===== src/rtl/mfs_pkg.sv =====
package mfs_pkg;
    typedef enum logic [2:0] {
        ST_IDLE,
        ST_PREFIX,
        ST_OPCODE,
        ST_ADDR,
        ST_DATA,
        ST_POLL_CMD,
        ST_POLL_RD,
        ST_FINISH
    } seq_state_e;

    localparam logic [7:0] STATUS_OPCODE = 8'h05;

    localparam int CTL_CIP   = 0;
    localparam int CTL_DONE  = 2;
    localparam int CTL_ERR   = 3;
    localparam int CTL_AEL   = 4;
    localparam int CTL_GO    = 9;
    localparam int CTL_ATOM  = 10;
    localparam int CTL_PSEL  = 11;
    localparam int CTL_IDX   = 12;
    localparam int CTL_LOCK  = 15;
    localparam int CTL_CNT   = 16;
    localparam int CTL_DEN   = 22;
endpackage


===== src/rtl/mfs_menu_regs.sv =====
module mfs_menu_regs #(
    parameter int N_ENTRIES = 8,
    parameter int OP_W      = 8,
    localparam int PER_WORD = 32 / OP_W,
    localparam int N_WORDS  = N_ENTRIES / PER_WORD,
    localparam int IDX_W    = $clog2(N_ENTRIES)
) (
    input  logic                       clk,
    input  logic                       rst_n,
    input  logic                       lock,
    input  logic [N_WORDS-1:0]         we_menu,
    input  logic                       we_pfx,
    input  logic [31:0]                wdata,
    input  logic [IDX_W-1:0]           sel_idx,
    input  logic                       sel_pfx,
    output logic [OP_W-1:0]            opcode,
    output logic [1:0]                 optype,
    output logic [OP_W-1:0]            prefix,
    output logic [N_ENTRIES*OP_W-1:0]  menu_rd,
    output logic [2*N_ENTRIES-1:0]     type_rd,
    output logic [2*OP_W-1:0]          pfx_rd
);
    logic [OP_W-1:0]   op_q [N_ENTRIES];
    logic [1:0]        ty_q [N_ENTRIES];
    logic [2*OP_W-1:0] pfx_q;

    for (genvar g = 0; g < N_ENTRIES; g++) begin : g_slot
        localparam int WORD = g / PER_WORD;
        localparam int LANE = g % PER_WORD;
        always_ff @(posedge clk) begin
            if (!rst_n) begin
                op_q[g] <= '0;
                ty_q[g] <= '0;
            end else begin
                if (!lock && we_menu[WORD]) op_q[g] <= wdata[LANE*OP_W +: OP_W];
                if (!lock && we_pfx)        ty_q[g] <= wdata[16 + 2*g +: 2];
            end
        end
        assign menu_rd[g*OP_W +: OP_W] = op_q[g];
        assign type_rd[2*g +: 2]       = ty_q[g];
    end

    always_ff @(posedge clk) begin
        if (!rst_n)            pfx_q <= '0;
        else if (!lock && we_pfx) pfx_q <= wdata[2*OP_W-1:0];
    end

    assign pfx_rd = pfx_q;
    assign opcode = op_q[sel_idx];
    assign optype = ty_q[sel_idx];
    assign prefix = sel_pfx ? pfx_q[2*OP_W-1:OP_W] : pfx_q[OP_W-1:0];

    assert_locked_frozen_R4: assert property (@(posedge clk) disable iff (!rst_n)
        lock |=> ($stable(menu_rd) && $stable(type_rd) && $stable(pfx_rd)));
endmodule


===== src/rtl/mfs_engine.sv =====
module mfs_engine
    import mfs_pkg::*;
#(
    parameter int ADDR_W    = 24,
    parameter int MAX_BYTES = 64,
    localparam int CNT_W      = $clog2(MAX_BYTES),
    localparam int ADDR_BYTES = ADDR_W / 8
) (
    input  logic              clk,
    input  logic              rst_n,
    input  logic              start,
    input  logic              atomic,
    input  logic              data_en,
    input  logic [CNT_W-1:0]  count_m1,
    input  logic [7:0]        opcode,
    input  logic [1:0]        optype,
    input  logic [7:0]        prefix,
    input  logic [ADDR_W-1:0] addr,
    input  logic [7:0]        buf_rdata,
    input  logic              spi_done,
    input  logic [7:0]        spi_rx,
    output logic              busy,
    output logic              fin,
    output logic              spi_start,
    output logic [7:0]        spi_tx,
    output logic              spi_last,
    output logic [CNT_W-1:0]  buf_idx,
    output logic              buf_we,
    output logic [7:0]        buf_wdata
);
    seq_state_e        state_q, state_d;
    logic              wait_q;
    logic [CNT_W-1:0]  byte_q;
    logic [7:0]        op_q, pfx_q;
    logic [1:0]        ty_q;
    logic [ADDR_W-1:0] addr_q;
    logic              atom_q, den_q;
    logic [CNT_W-1:0]  cnt_q;

    logic       byte_done, has_addr, is_write, addr_end, data_end;
    seq_state_e after_cmd, after_data;

    assign byte_done  = wait_q && spi_done;
    assign has_addr   = ty_q[1];
    assign is_write   = ty_q[0];
    assign addr_end   = (byte_q == CNT_W'(ADDR_BYTES - 1));
    assign data_end   = (byte_q == cnt_q);
    assign after_data = atom_q ? ST_POLL_CMD : ST_FINISH;
    assign after_cmd  = den_q ? ST_DATA : after_data;

    always_comb begin
        state_d = state_q;
        unique case (state_q)
            ST_IDLE:     if (start) state_d = atomic ? ST_PREFIX : ST_OPCODE;
            ST_PREFIX:   if (byte_done) state_d = ST_OPCODE;
            ST_OPCODE:   if (byte_done) state_d = has_addr ? ST_ADDR : after_cmd;
            ST_ADDR:     if (byte_done && addr_end) state_d = after_cmd;
            ST_DATA:     if (byte_done && data_end) state_d = after_data;
            ST_POLL_CMD: if (byte_done) state_d = ST_POLL_RD;
            ST_POLL_RD:  if (byte_done) state_d = spi_rx[0] ? ST_POLL_CMD : ST_FINISH;
            ST_FINISH:   state_d = ST_IDLE;
            default:     state_d = ST_IDLE;
        endcase
    end

    always_ff @(posedge clk) begin
        if (!rst_n) begin
            state_q <= ST_IDLE;
            wait_q  <= 1'b0;
            byte_q  <= '0;
            op_q    <= '0;
            pfx_q   <= '0;
            ty_q    <= '0;
            addr_q  <= '0;
            atom_q  <= 1'b0;
            den_q   <= 1'b0;
            cnt_q   <= '0;
        end else begin
            state_q <= state_d;
            if (spi_start)     wait_q <= 1'b1;
            else if (spi_done) wait_q <= 1'b0;
            if (state_d != state_q) byte_q <= '0;
            else if (byte_done)     byte_q <= byte_q + 1'b1;
            if (state_q == ST_IDLE && start) begin
                op_q   <= opcode;
                pfx_q  <= prefix;
                ty_q   <= optype;
                addr_q <= addr;
                atom_q <= atomic;
                den_q  <= data_en;
                cnt_q  <= count_m1;
            end
        end
    end

    always_comb begin
        spi_start = 1'b0;
        spi_tx    = 8'h00;
        spi_last  = 1'b0;
        unique case (state_q)
            ST_IDLE, ST_FINISH: ;
            ST_PREFIX: begin
                spi_start = !wait_q;
                spi_tx    = pfx_q;
                spi_last  = 1'b1;
            end
            ST_OPCODE: begin
                spi_start = !wait_q;
                spi_tx    = op_q;
                spi_last  = !has_addr && !den_q;
            end
            ST_ADDR: begin
                spi_start = !wait_q;
                spi_tx    = 8'(addr_q >> (8 * (ADDR_BYTES - 1 - int'(byte_q))));
                spi_last  = addr_end && !den_q;
            end
            ST_DATA: begin
                spi_start = !wait_q;
                spi_tx    = is_write ? buf_rdata : 8'h00;
                spi_last  = data_end;
            end
            ST_POLL_CMD: begin
                spi_start = !wait_q;
                spi_tx    = STATUS_OPCODE;
            end
            ST_POLL_RD: begin
                spi_start = !wait_q;
                spi_last  = 1'b1;
            end
            default: ;
        endcase
    end

    assign busy      = (state_q != ST_IDLE);
    assign fin       = (state_q == ST_FINISH);
    assign buf_idx   = byte_q;
    assign buf_we    = (state_q == ST_DATA) && byte_done && !is_write;
    assign buf_wdata = spi_rx;

    assert_single_start_R5: assert property (@(posedge clk) disable iff (!rst_n)
        spi_start |=> !spi_start);
    assert_idle_quiet_R1: assert property (@(posedge clk) disable iff (!rst_n)
        (state_q == ST_IDLE) |-> !spi_start);
    assert_poll_only_atomic_R8: assert property (@(posedge clk) disable iff (!rst_n)
        (state_q == ST_POLL_RD && byte_done) |-> atom_q);
    assert_no_read_store_on_write_R6: assert property (@(posedge clk) disable iff (!rst_n)
        buf_we |-> (state_q == ST_DATA && !is_write));
endmodule


===== src/rtl/menu_flash_seq.sv =====
module menu_flash_seq
    import mfs_pkg::*;
#(
    parameter int ADDR_W    = 24,
    parameter int MAX_BYTES = 64,
    parameter int N_ENTRIES = 8,
    localparam int CNT_W    = $clog2(MAX_BYTES),
    localparam int IDX_W    = $clog2(N_ENTRIES)
) (
    input  logic              clk,
    input  logic              rst_n,
    input  logic              reg_we,
    input  logic [1:0]        reg_addr,
    input  logic [31:0]       reg_wdata,
    output logic [31:0]       reg_rdata,
    input  logic              range_deny,
    input  logic [ADDR_W-1:0] flash_addr,
    output logic [CNT_W-1:0]  buf_idx,
    input  logic [7:0]        buf_rdata,
    output logic              buf_we,
    output logic [7:0]        buf_wdata,
    output logic              spi_start,
    output logic [7:0]        spi_tx,
    output logic              spi_last,
    input  logic              spi_done,
    input  logic [7:0]        spi_rx
);
    logic             lock_q, cip_q, done_q, err_q, ael_q;
    logic             atom_q, psel_q, den_q;
    logic [IDX_W-1:0] idx_q;
    logic [CNT_W-1:0] cnt_q;

    logic             wr_ctrl, go, bad_atomic, eng_start, eng_busy, eng_fin;
    logic [IDX_W-1:0] sel_idx;
    logic [7:0]       cur_op, cur_pfx;
    logic [1:0]       cur_ty;
    logic [8*N_ENTRIES-1:0] menu_rd;
    logic [2*N_ENTRIES-1:0] type_rd;
    logic [15:0]      pfx_rd;
    logic [31:0]      ctrl_rd;

    assign wr_ctrl    = reg_we && (reg_addr == 2'd0);
    assign go         = wr_ctrl && reg_wdata[CTL_GO] && !cip_q;
    assign sel_idx    = wr_ctrl ? reg_wdata[CTL_IDX +: IDX_W] : idx_q;
    assign bad_atomic = reg_wdata[CTL_ATOM] && !cur_ty[0];
    assign eng_start  = go && !range_deny && !bad_atomic;

    mfs_menu_regs #(.N_ENTRIES(N_ENTRIES), .OP_W(8)) u_menu (
        .clk     (clk),
        .rst_n   (rst_n),
        .lock    (lock_q),
        .we_menu ({reg_we && reg_addr == 2'd2, reg_we && reg_addr == 2'd1}),
        .we_pfx  (reg_we && reg_addr == 2'd3),
        .wdata   (reg_wdata),
        .sel_idx (sel_idx),
        .sel_pfx (reg_wdata[CTL_PSEL]),
        .opcode  (cur_op),
        .optype  (cur_ty),
        .prefix  (cur_pfx),
        .menu_rd (menu_rd),
        .type_rd (type_rd),
        .pfx_rd  (pfx_rd)
    );

    mfs_engine #(.ADDR_W(ADDR_W), .MAX_BYTES(MAX_BYTES)) u_eng (
        .clk       (clk),
        .rst_n     (rst_n),
        .start     (eng_start),
        .atomic    (reg_wdata[CTL_ATOM]),
        .data_en   (reg_wdata[CTL_DEN]),
        .count_m1  (reg_wdata[CTL_CNT +: CNT_W]),
        .opcode    (cur_op),
        .optype    (cur_ty),
        .prefix    (cur_pfx),
        .addr      (flash_addr),
        .buf_rdata (buf_rdata),
        .spi_done  (spi_done),
        .spi_rx    (spi_rx),
        .busy      (eng_busy),
        .fin       (eng_fin),
        .spi_start (spi_start),
        .spi_tx    (spi_tx),
        .spi_last  (spi_last),
        .buf_idx   (buf_idx),
        .buf_we    (buf_we),
        .buf_wdata (buf_wdata)
    );

    always_ff @(posedge clk) begin
        if (!rst_n) begin
            lock_q <= 1'b0; cip_q <= 1'b0; done_q <= 1'b0;
            err_q  <= 1'b0; ael_q <= 1'b0; atom_q <= 1'b0;
            psel_q <= 1'b0; den_q <= 1'b0; idx_q  <= '0; cnt_q <= '0;
        end else begin
            if (wr_ctrl) begin
                if (reg_wdata[CTL_DONE]) done_q <= 1'b0;
                if (reg_wdata[CTL_ERR])  err_q  <= 1'b0;
                if (reg_wdata[CTL_AEL])  ael_q  <= 1'b0;
                if (reg_wdata[CTL_LOCK]) lock_q <= 1'b1;
                if (!cip_q) begin
                    idx_q  <= reg_wdata[CTL_IDX +: IDX_W];
                    atom_q <= reg_wdata[CTL_ATOM];
                    psel_q <= reg_wdata[CTL_PSEL];
                    den_q  <= reg_wdata[CTL_DEN];
                    cnt_q  <= reg_wdata[CTL_CNT +: CNT_W];
                end
            end
            if (go) begin
                if (range_deny)      ael_q <= 1'b1;
                else if (bad_atomic) err_q <= 1'b1;
                else                 cip_q <= 1'b1;
            end
            if (eng_fin) begin
                cip_q  <= 1'b0;
                done_q <= 1'b1;
            end
        end
    end

    always_comb begin
        ctrl_rd = '0;
        ctrl_rd[CTL_CIP]  = cip_q;
        ctrl_rd[CTL_DONE] = done_q;
        ctrl_rd[CTL_ERR]  = err_q;
        ctrl_rd[CTL_AEL]  = ael_q;
        ctrl_rd[CTL_ATOM] = atom_q;
        ctrl_rd[CTL_PSEL] = psel_q;
        ctrl_rd[CTL_IDX +: IDX_W] = idx_q;
        ctrl_rd[CTL_LOCK] = lock_q;
        ctrl_rd[CTL_CNT +: CNT_W] = cnt_q;
        ctrl_rd[CTL_DEN]  = den_q;
    end

    always_comb begin
        unique case (reg_addr)
            2'd0: reg_rdata = ctrl_rd;
            2'd1: reg_rdata = menu_rd[31:0];
            2'd2: reg_rdata = menu_rd[63:32];
            default: reg_rdata = {type_rd, pfx_rd};
        endcase
    end

    assert_done_ends_cip_R10: assert property (@(posedge clk) disable iff (!rst_n)
        $rose(done_q) |-> !cip_q);
    assert_bad_atomic_R9: assert property (@(posedge clk) disable iff (!rst_n)
        (go && !range_deny && bad_atomic) |=> (err_q && !cip_q && !eng_busy));
    assert_deny_idle_R12: assert property (@(posedge clk) disable iff (!rst_n)
        (go && range_deny) |=> (ael_q && !eng_busy));
    assert_lock_sticky_R4: assert property (@(posedge clk) disable iff (!rst_n)
        lock_q |=> lock_q);
    assert_cip_tracks_engine_R10: assert property (@(posedge clk) disable iff (!rst_n)
        eng_busy |-> cip_q);
endmodule


===== config.mk =====
export PLATFORM = sky130hd
export DESIGN_NAME = menu_flash_seq
export DESIGN_NICKNAME = d
export VERILOG_FILES = /design/src/rtl/mfs_pkg.sv /design/src/rtl/mfs_menu_regs.sv /design/src/rtl/mfs_engine.sv /design/src/rtl/menu_flash_seq.sv
export SDC_FILE = /design/constraint.sdc
export NUM_CORES = 1
export LEC_CHECK = 0
export ABC_AREA = 1
export BUFFER_PORTS_ARGS = -buffer_cell sky130_fd_sc_hd__buf_4
export CELL_PAD_IN_SITES_DETAIL_PLACEMENT = 1
export CELL_PAD_IN_SITES_GLOBAL_PLACEMENT = 2
export CORE_UTILIZATION = 33
export CTS_CLUSTER_DIAMETER = 200
export DETAILED_ROUTE_END_ITERATION = 7
export GPL_TIMING_DRIVEN = 0
export PLACE_DENSITY_LB_ADDON = 0.1
export SLEW_MARGIN = 15
export SYNTH_ARGS = -nofsm -noshare
export SYNTH_HDL_FRONTEND = slang
export SYNTH_SLANG_ARGS = --single-unit
export TNS_END_PERCENT = 10

===== constraint.sdc =====
create_clock -name clk -period 4.6 [get_ports clk]
set_input_delay 0.69 -clock clk [delete_from_list [all_inputs] [get_ports clk]]
set_output_delay 0.69 -clock clk [all_outputs]
set_load 0.01 [all_outputs]

==> flow_metrics.env, run 1 <==
export IMPL_crit_required_ns=3.91
export IMPL_rsz0062_at_grt="false"
export IMPL_antenna_left=0
export IMPL_pwr_share_clk_pct=39.9
export IMPL_synth_flop_cell="dfxtp_1"
export IMPL_async_reset_ff_share_pct=0
export IMPL_gp_congestion=0.888
export IMPL_die_area_sq_mm=0.0262
export IMPL_yosysTopAreaCellShare_pct=28.5
export IMPL_insertion_delay_ns=0.45
export IMPL_drc=0
export IMPL_max_cap_violations=0
export IMPL_drtPass1Iterations=5
export IMPL_grt_max_degree=26
export IMPL_fmax_mhz=241
export IMPL_synthTopCellsByArea="edfxtp_1 29%, dfxtp_1 22%, o21ai_0 8.2%, nand2_1 7.7%, nor2_1 7.0%"
export IMPL_port_buffers=126
export IMPL_vias_per_cell=5.26
export IMPL_drv_slew=0
export IMPL_yosysSeqAreaShare_pct=50.7
export IMPL_vias=8228
export IMPL_cts_root_buf="clkbuf_16"
export IMPL_grt_pass1_wl_um=49900
export IMPL_yosys_top_cells_count="172 x nand2_1, 157 x nor2_1, 144 x inv_1"
export IMPL_slew_headroom_pct=28.4
export IMPL_seq_power_share_pct=46.6
export IMPL_fin_crit_sh_pct=90.2
export IMPL_core_sq_mm=0.0251
export IMPL_final_cells=1563
export IMPL_tightestPinTransition_ns=1.07
export IMPL_synth_largest_area_cell="edfxtp_1"
export IMPL_critical_path_class="flip-flop to output port"
export IMPL_crit_path_end_kind="output port"
export IMPL_start_util_pct=33.5
export IMPL_numCtsBuffers=17
export IMPL_fp_dieH_um=162
export IMPL_clkTransAtPathRegs_ns=0.08
export IMPL_setup_violations=0
export IMPL_dp_hpwl_um=25600
export IMPL_antenna_found_initial=0
export IMPL_clock_sinks=173
export IMPL_fp_row_count=58
export IMPL_ys_warn_count=0
export IMPL_finalHoldViolCount=0
export IMPL_cts_resized=0
export IMPL_avgRoutedWirePerCell_um=21.5
export IMPL_cts_buffer_depth=2
export IMPL_syn_inst=1073
export IMPL_antenna_diode_count=0
export IMPL_internal_power_mw=2.61
export IMPL_place_inst=1531
export IMPL_switching_share_pct=29.5
export IMPL_synth_edf_count=80
export IMPL_cts_tree="done"
export IMPL_postRouteWirelength_um=33600
export IMPL_first_global_vias=8058
export IMPL_hold_class="flip-flop to flip-flop"
export IMPL_ys_types=38
export IMPL_post_synth_cell_area_avg_sq_um=7.85
export IMPL_cp_max_fo=10
export IMPL_ys_ff_latch=173
export IMPL_drtIter0Drc=609
export IMPL_htree_levels=4
export IMPL_track_usage_pct=26.1
export IMPL_area_growth_syn_to_layout_pct=23.9
export IMPL_synth_most_common_cell="nand2_1"
export IMPL_io_pins=136
export IMPL_syn_num_nets=1154
export IMPL_p_comb_share_pct=13.5
export IMPL_finalSetupTns_ns=0
export IMPL_cts_hold_repair_buffers=0
export IMPL_holdWs_ns=0.454
export IMPL_power_density_mw_per_mm2=356
export IMPL_p_leak_nw=4.28
export IMPL_p_total_mw=3.71
export IMPL_fin_skew_ns=0.0133
export IMPL_syn_cell_area_sq_mm=0.00842
export IMPL_min_period_ns=4.15
export IMPL_cp_arrival_ns=3.46
export IMPL_die_w_um=162
export IMPL_p_switching_mw=1.09
export IMPL_run_status="completed"
export IMPL_grt_overflow=0
export IMPL_irDropWorstVdd_v=0.000214
export IMPL_crit_path_start_kind="flip-flop"
export IMPL_post_cts_buffers=0
export IMPL_nFillCells=3120
export IMPL_nets=1301
export IMPL_layout_drive_gt1_share_pct=15.7
-- worst paths after layout --
check | from | endpoint | slack, ns | cells past startpoint
min | u_eng.addr_q[22]$_SDFFE_PN0P_ | u_eng.addr_q[22]$_SDFFE_PN0P_ | 0.45 | 2
max reg2reg | u_eng.buf_idx[0]$_SDFFE_PP0P_ | u_eng.buf_idx[5]$_SDFFE_PP0P_ | 1.76 | 14
max | u_eng.buf_idx[0]$_SDFFE_PP0P_ | spi_tx[1] | 0.45 | 10
min reg2reg | u_eng.addr_q[22]$_SDFFE_PN0P_ | u_eng.addr_q[22]$_SDFFE_PN0P_ | 0.45 | 2
-- stage by stage --
| step | instance area (sq um) | worst slack, ns | utilization [%] |
|---|---|---|---|
| after global routing | 10400 | 0.0629 | 41.5 |
| final | 10400 | 0.449 | 41.5 |
| after floorplan | 8420 | 0.508 | - |
| after global placement | 9780 | -2.26 | 38.9 |
| after CTS | 10400 | 0.390 | 41.5 |
| after detailed placement | 9840 | 0.876 | 39.2 |
-- cells by family (layout without fill, tap and decap cells) --
| family | Yosys count | count (layout) | share of synthesized area (%) |
|---|---|---|---|
| buffers and inverters | 211 | 371 | 10.2 |
| AO/OA/AOI/OAI | 302 | 302 | 20.1 |
| flip-flops | 173 | 173 | 50.7 |
| adder cells (fa/ha/maj) | 2 | 2 | 0.297 |
| AND/OR/NAND/NOR | 380 | 380 | 18.2 |
| XOR/XNOR | 5 | 5 | 0.520 |
-- sequential cells by signal (all words and copies together), names as in the netlist, 2 cells and up --
register / flops
u_menu.op_q: 64
u_eng.addr_q: 24
u_menu.pfx_rd: 16
u_menu.ty_q: 16
u_eng.op_q: 8
u_eng.pfx_q: 8
cnt_q: 6
u_eng.buf_idx: 6
u_eng.cnt_q: 6
idx_q: 3
u_eng.state_q: 3
u_eng.ty_q: 2
-- critical path, stage by stage, from the launching register on --
cell	delay [ns]
dfxtp_1	0.36
clkbuf_1	0.38
inv_1	0.28
clkbuf_1	0.32
ha_1	0.37
clkbuf_1	0.34
inv_1	0.26
nand3_1	0.14
o211ai_1	0.10
o41ai_1	0.28
buf_4	0.19
-- final cells by class --
cell class                      instances  area, sq um  area share (%)
Sequential cell                       173         4260            40.9
Buffer                                 65          313            3.00
Tap cell                              330          413            3.96
Clock inverter                         15          158            1.51
Clock buffer                           17          425            4.08
Timing Repair Buffer                  128          988            9.48
Multi-Input combinational cell        689         3320            31.8
Inverter                              146          549            5.27
-- per-layer routing --
metal  global-route usage [%]  vias to the layer above  routed length [um]
li1                         -                     3882                   -
met1                     38.7                     4071               16600
met2                     39.3                      248               14700
met3                     4.49                       27                1770
met4                     6.30                        0                 480
met5                        0                        -                   0
-- power groups by stage --
stage / clock network (mW) / registers (mW) / logic [mW]
after floorplan: 0 / 1.74 / 0.251
after global placement: 0 / 1.77 / 0.488
after detailed placement: 0 / 1.76 / 0.499
after CTS: 1.50 / 1.73 / 0.501
after global routing: 1.55 / 1.74 / 0.544
final: 1.48 / 1.73 / 0.501
-- layout by cell type (no fill, tap or decap), types with 29 or more instances in the layout --
master      n
dfxtp_1    93
inv_1     144
a21oi_1    85
nor2_1    157
o22ai_1    29
nand2_1   172
nand3_1    32
edfxtp_1   80
buf_4     135
clkbuf_1   41
o21ai_0   136
Note: power is estimated with default switching activity, not from simulation.
==> inputs of run 2 (changes only) <==
Settings changed: ABC_AREA 1 to 0, CORE_UTILIZATION 33 to 36.
==> run 2 against run 1 <==
Effect of this change: hold slack improved by 0.0010 ns; combinational power decreased by 12%; count of clock-buffer cells in the layout increased by 1; final cell count decreased by 13%; register-to-register slack improved by 0.10 ns; design area increased by 4.5%; core utilization increased by 3.3 points; clock power decreased by 4%; first-iteration DRC count decreased by 19%; synthesized cell count decreased by 18%; wire length decreased by 5.0%; critical endpoint is now spi_tx[5].
==> flow_metrics.env, run 2 <==
export IMPL_run_status="completed"
export IMPL_p_leak_nw=4.38
export IMPL_fin_skew_ns=0.0179
export IMPL_fin_crit_sh_pct=90.6
export IMPL_insertion_delay_ns=0.44
export IMPL_syn_cell_area_sq_mm=0.00893
export IMPL_die_w_um=159
export IMPL_grt_overflow=0
export IMPL_tightestPinTransition_ns=1.10
export IMPL_dp_slack_ns=0.549
export IMPL_track_usage_pct=25.7
export IMPL_syn_num_nets=965
export IMPL_drtPass1Iterations=5
export IMPL_dp_hpwl_um=23800
export IMPL_grt_pass1_wl_um=48500
export IMPL_crit_path_start_kind="flip-flop"
export IMPL_vias_per_cell=5.41
export IMPL_synth_edf_count=80
export IMPL_synth_most_common_cell="nand2_1"
export IMPL_r2r_cells=8
export IMPL_irDropWorstVdd_v=0.000175
export IMPL_yosysTopAreaCellShare_pct=26.9
export IMPL_r2r_start="u_eng.buf_idx[0]$_SDFFE_PP0P_"
export IMPL_cp_cell_sequence="clkbuf_1, inv_1, ha_1, clkbuf_1, clkbuf_1, mux2i_1, o22a_1, o21ai_0, buf_4"
export IMPL_synth_largest_area_cell="edfxtp_1"
export IMPL_antenna_left=0
export IMPL_post_synth_cell_area_avg_sq_um=10.1
export IMPL_min_period_ns=4.17
export IMPL_core_sq_mm=0.0243
export IMPL_ys_warn_count=0
export IMPL_cts_root_buf="clkbuf_16"
export IMPL_cp_max_fo=10
export IMPL_htree_levels=4
export IMPL_clock_sinks=173
export IMPL_area_growth_syn_to_layout_pct=22.0
export IMPL_cts_resized=0
export IMPL_holdWs_ns=0.455
export IMPL_holdPathEnd="u_eng.addr_q[2]$_SDFFE_PN0P_"
export IMPL_largest_register="u_menu.op_q"
export IMPL_antenna_found_initial=1
export IMPL_reg2reg_setup_slack_ns=1.86
export IMPL_start_util_pct=36.7
export IMPL_post_cts_buffers=0
export IMPL_ys_ff_latch=173
export IMPL_first_global_vias=7697
export IMPL_nets=1110
export IMPL_utilization_pct=44.8
export IMPL_holdPathStages=2
export IMPL_yosysSeqAreaShare_pct=47.8
export IMPL_place_inst=1334
export IMPL_final_cells=1367
export IMPL_gp_congestion=0.839
export IMPL_synthTopCellsByArea="edfxtp_1 27%, dfxtp_1 21%, mux2i_1 6.1%, nand2_1 5.8%, mux4_2 4.8%"
export IMPL_max_cap_violations=0
export IMPL_cp_arrival_ns=3.48
export IMPL_vias=7392
export IMPL_postRouteWirelength_um=32000
export IMPL_port_buffers=124
export IMPL_avgRoutedWirePerCell_um=23.4
export IMPL_async_reset_ff_share_pct=0
export IMPL_mostFrequentLayoutCells="138 x nand2_1, 137 x buf_4, 93 x dfxtp_1, 80 x edfxtp_1, 66 x and2_1"
export IMPL_rsz0062_at_grt="false"
export IMPL_setup_violations=0
export IMPL_cp_slowest_cell="clkbuf_1"
export IMPL_cts_hold_repair_buffers=0
export IMPL_syn_inst=884
export IMPL_power_density_mw_per_mm2=327
export IMPL_clkTransAtPathRegs_ns=0.07
export IMPL_crit_required_ns=3.91
export IMPL_crit_top_cell="clkbuf_1"
export IMPL_grt_max_degree=22
export IMPL_crit_path_end_kind="output port"
export IMPL_layout_drive_gt1_share_pct=22.4
export IMPL_synth_flop_cell="dfxtp_1"
export IMPL_ys_types=51
export IMPL_hold_class="flip-flop to flip-flop"
export IMPL_top_regs="u_menu.op_q: 64 flops, u_eng.addr_q: 24 flops"
export IMPL_hold_start="u_eng.addr_q[2]$_SDFFE_PN0P_"
export IMPL_finalHoldViolCount=0
export IMPL_fp_row_count=57
export IMPL_nFillCells=2758
export IMPL_cts_tree="done"
export IMPL_rr_endpoint="u_eng.buf_idx[1]$_SDFFE_PP0P_"
export IMPL_yosys_top_cells_count="139 x nand2_1, 93 x dfxtp_1, 80 x edfxtp_1"
export IMPL_fmax_mhz=240
export IMPL_drc=0
export IMPL_final_common_cell="nand2_1"
export IMPL_finalSetupTns_ns=0
export IMPL_numCtsBuffers=17
export IMPL_drv_slew=0
export IMPL_io_pins=136
export IMPL_slew_headroom_pct=26.5
export IMPL_critical_path_class="flip-flop to output port"
export IMPL_max_stage_delay_ns=0.50
export IMPL_drtIter0Drc=492
export IMPL_cts_buffer_depth=2
export IMPL_worst_slack_ns=0.433
export IMPL_die_area_sq_mm=0.0254
export IMPL_largest_reg_flops=64
export IMPL_fp_dieH_um=159
==> run 2: routing by layer <==
layer  vias up  global-route usage [%]  routed length (um)
li1       3478                       -                   -
met1      3611                    33.9               14200
met2       257                    42.4               15100
met3        46                    4.53                1720
met4         0                    9.13                 943
met5         -                       0                   0
==> run 2: cells by family (layout without fill, tap and decap cells) <==
group           count (synthesis)  in the layout  synth area share [%]
compound gates                178            178                  13.5
buf+inv                        85            243                  4.71
flops                         173            173                  47.8
fa+ha+maj                       2              2                 0.280
mux                            99             99                  14.2
xor+xnor                       11             11                  1.08
other cells                     0              1                     0
simple gates                  336            336                  18.5
==> run 2: through the flow <==
| step | area, sq um | power [mW] |
|---|---|---|
| floorplan | 8930 | 1.95 |
| global placement | 10300 | 2.17 |
| detailed placement | 10300 | 2.18 |
| CTS | 10900 | 3.59 |
| global route | 10900 | 3.68 |
| finish | 10900 | 3.57 |
==> run 2: cell type report <==
type	count	area (sq um)	area share [%]
multi-input combinational	626	4260	39.1
sequential	173	4260	39.1
clock buffer	18	429	3.94
antenna	1	2.50	0.0230
tap	324	405	3.72
inverter	3	11.3	0.103
clock inverter	14	139	1.27
buffer	82	409	3.75
timing repair buffer	126	978	8.98
==> run 2: worst max path at each step <==
stage                                  start                               to  cells after the start  slack [ns]
6_report       u_eng.buf_idx[0]$_SDFFE_PP0P_                        spi_tx[5]                      9        0.43
5_1_grt        u_eng.buf_idx[0]$_SDFFE_PP0P_                        spi_tx[5]                      9        0.14
4_1_cts        u_eng.buf_idx[0]$_SDFFE_PP0P_                        spi_tx[5]                      9        0.34
3_5_place_dp                     reg_addr[0]                    reg_rdata[12]                      6        0.55
3_3_place_gp                     reg_addr[0]  u_menu.op_q[5][2]$_SDFFCE_PN0P_                      5       -2.19
2_1_floorplan                    reg_addr[0]  u_menu.op_q[4][0]$_SDFFCE_PN0P_                      4        0.40
==> run 2: critical path: cells and delay by family (launching register included) <==
kind	cells	cell delay, ns
buffers and inverters	5	1.75
DFF	1	0.43
AOI/OAI and AO/OA	2	0.39
adders and majority gates	1	0.30
muxes	1	0.18
==> run 2: power breakdown <==
part           internal, mW  switching [mW]  leakage, nW
registers              1.67          0.0389         1.58
logic                 0.191           0.249         2.52
clock network         0.724           0.698        0.279
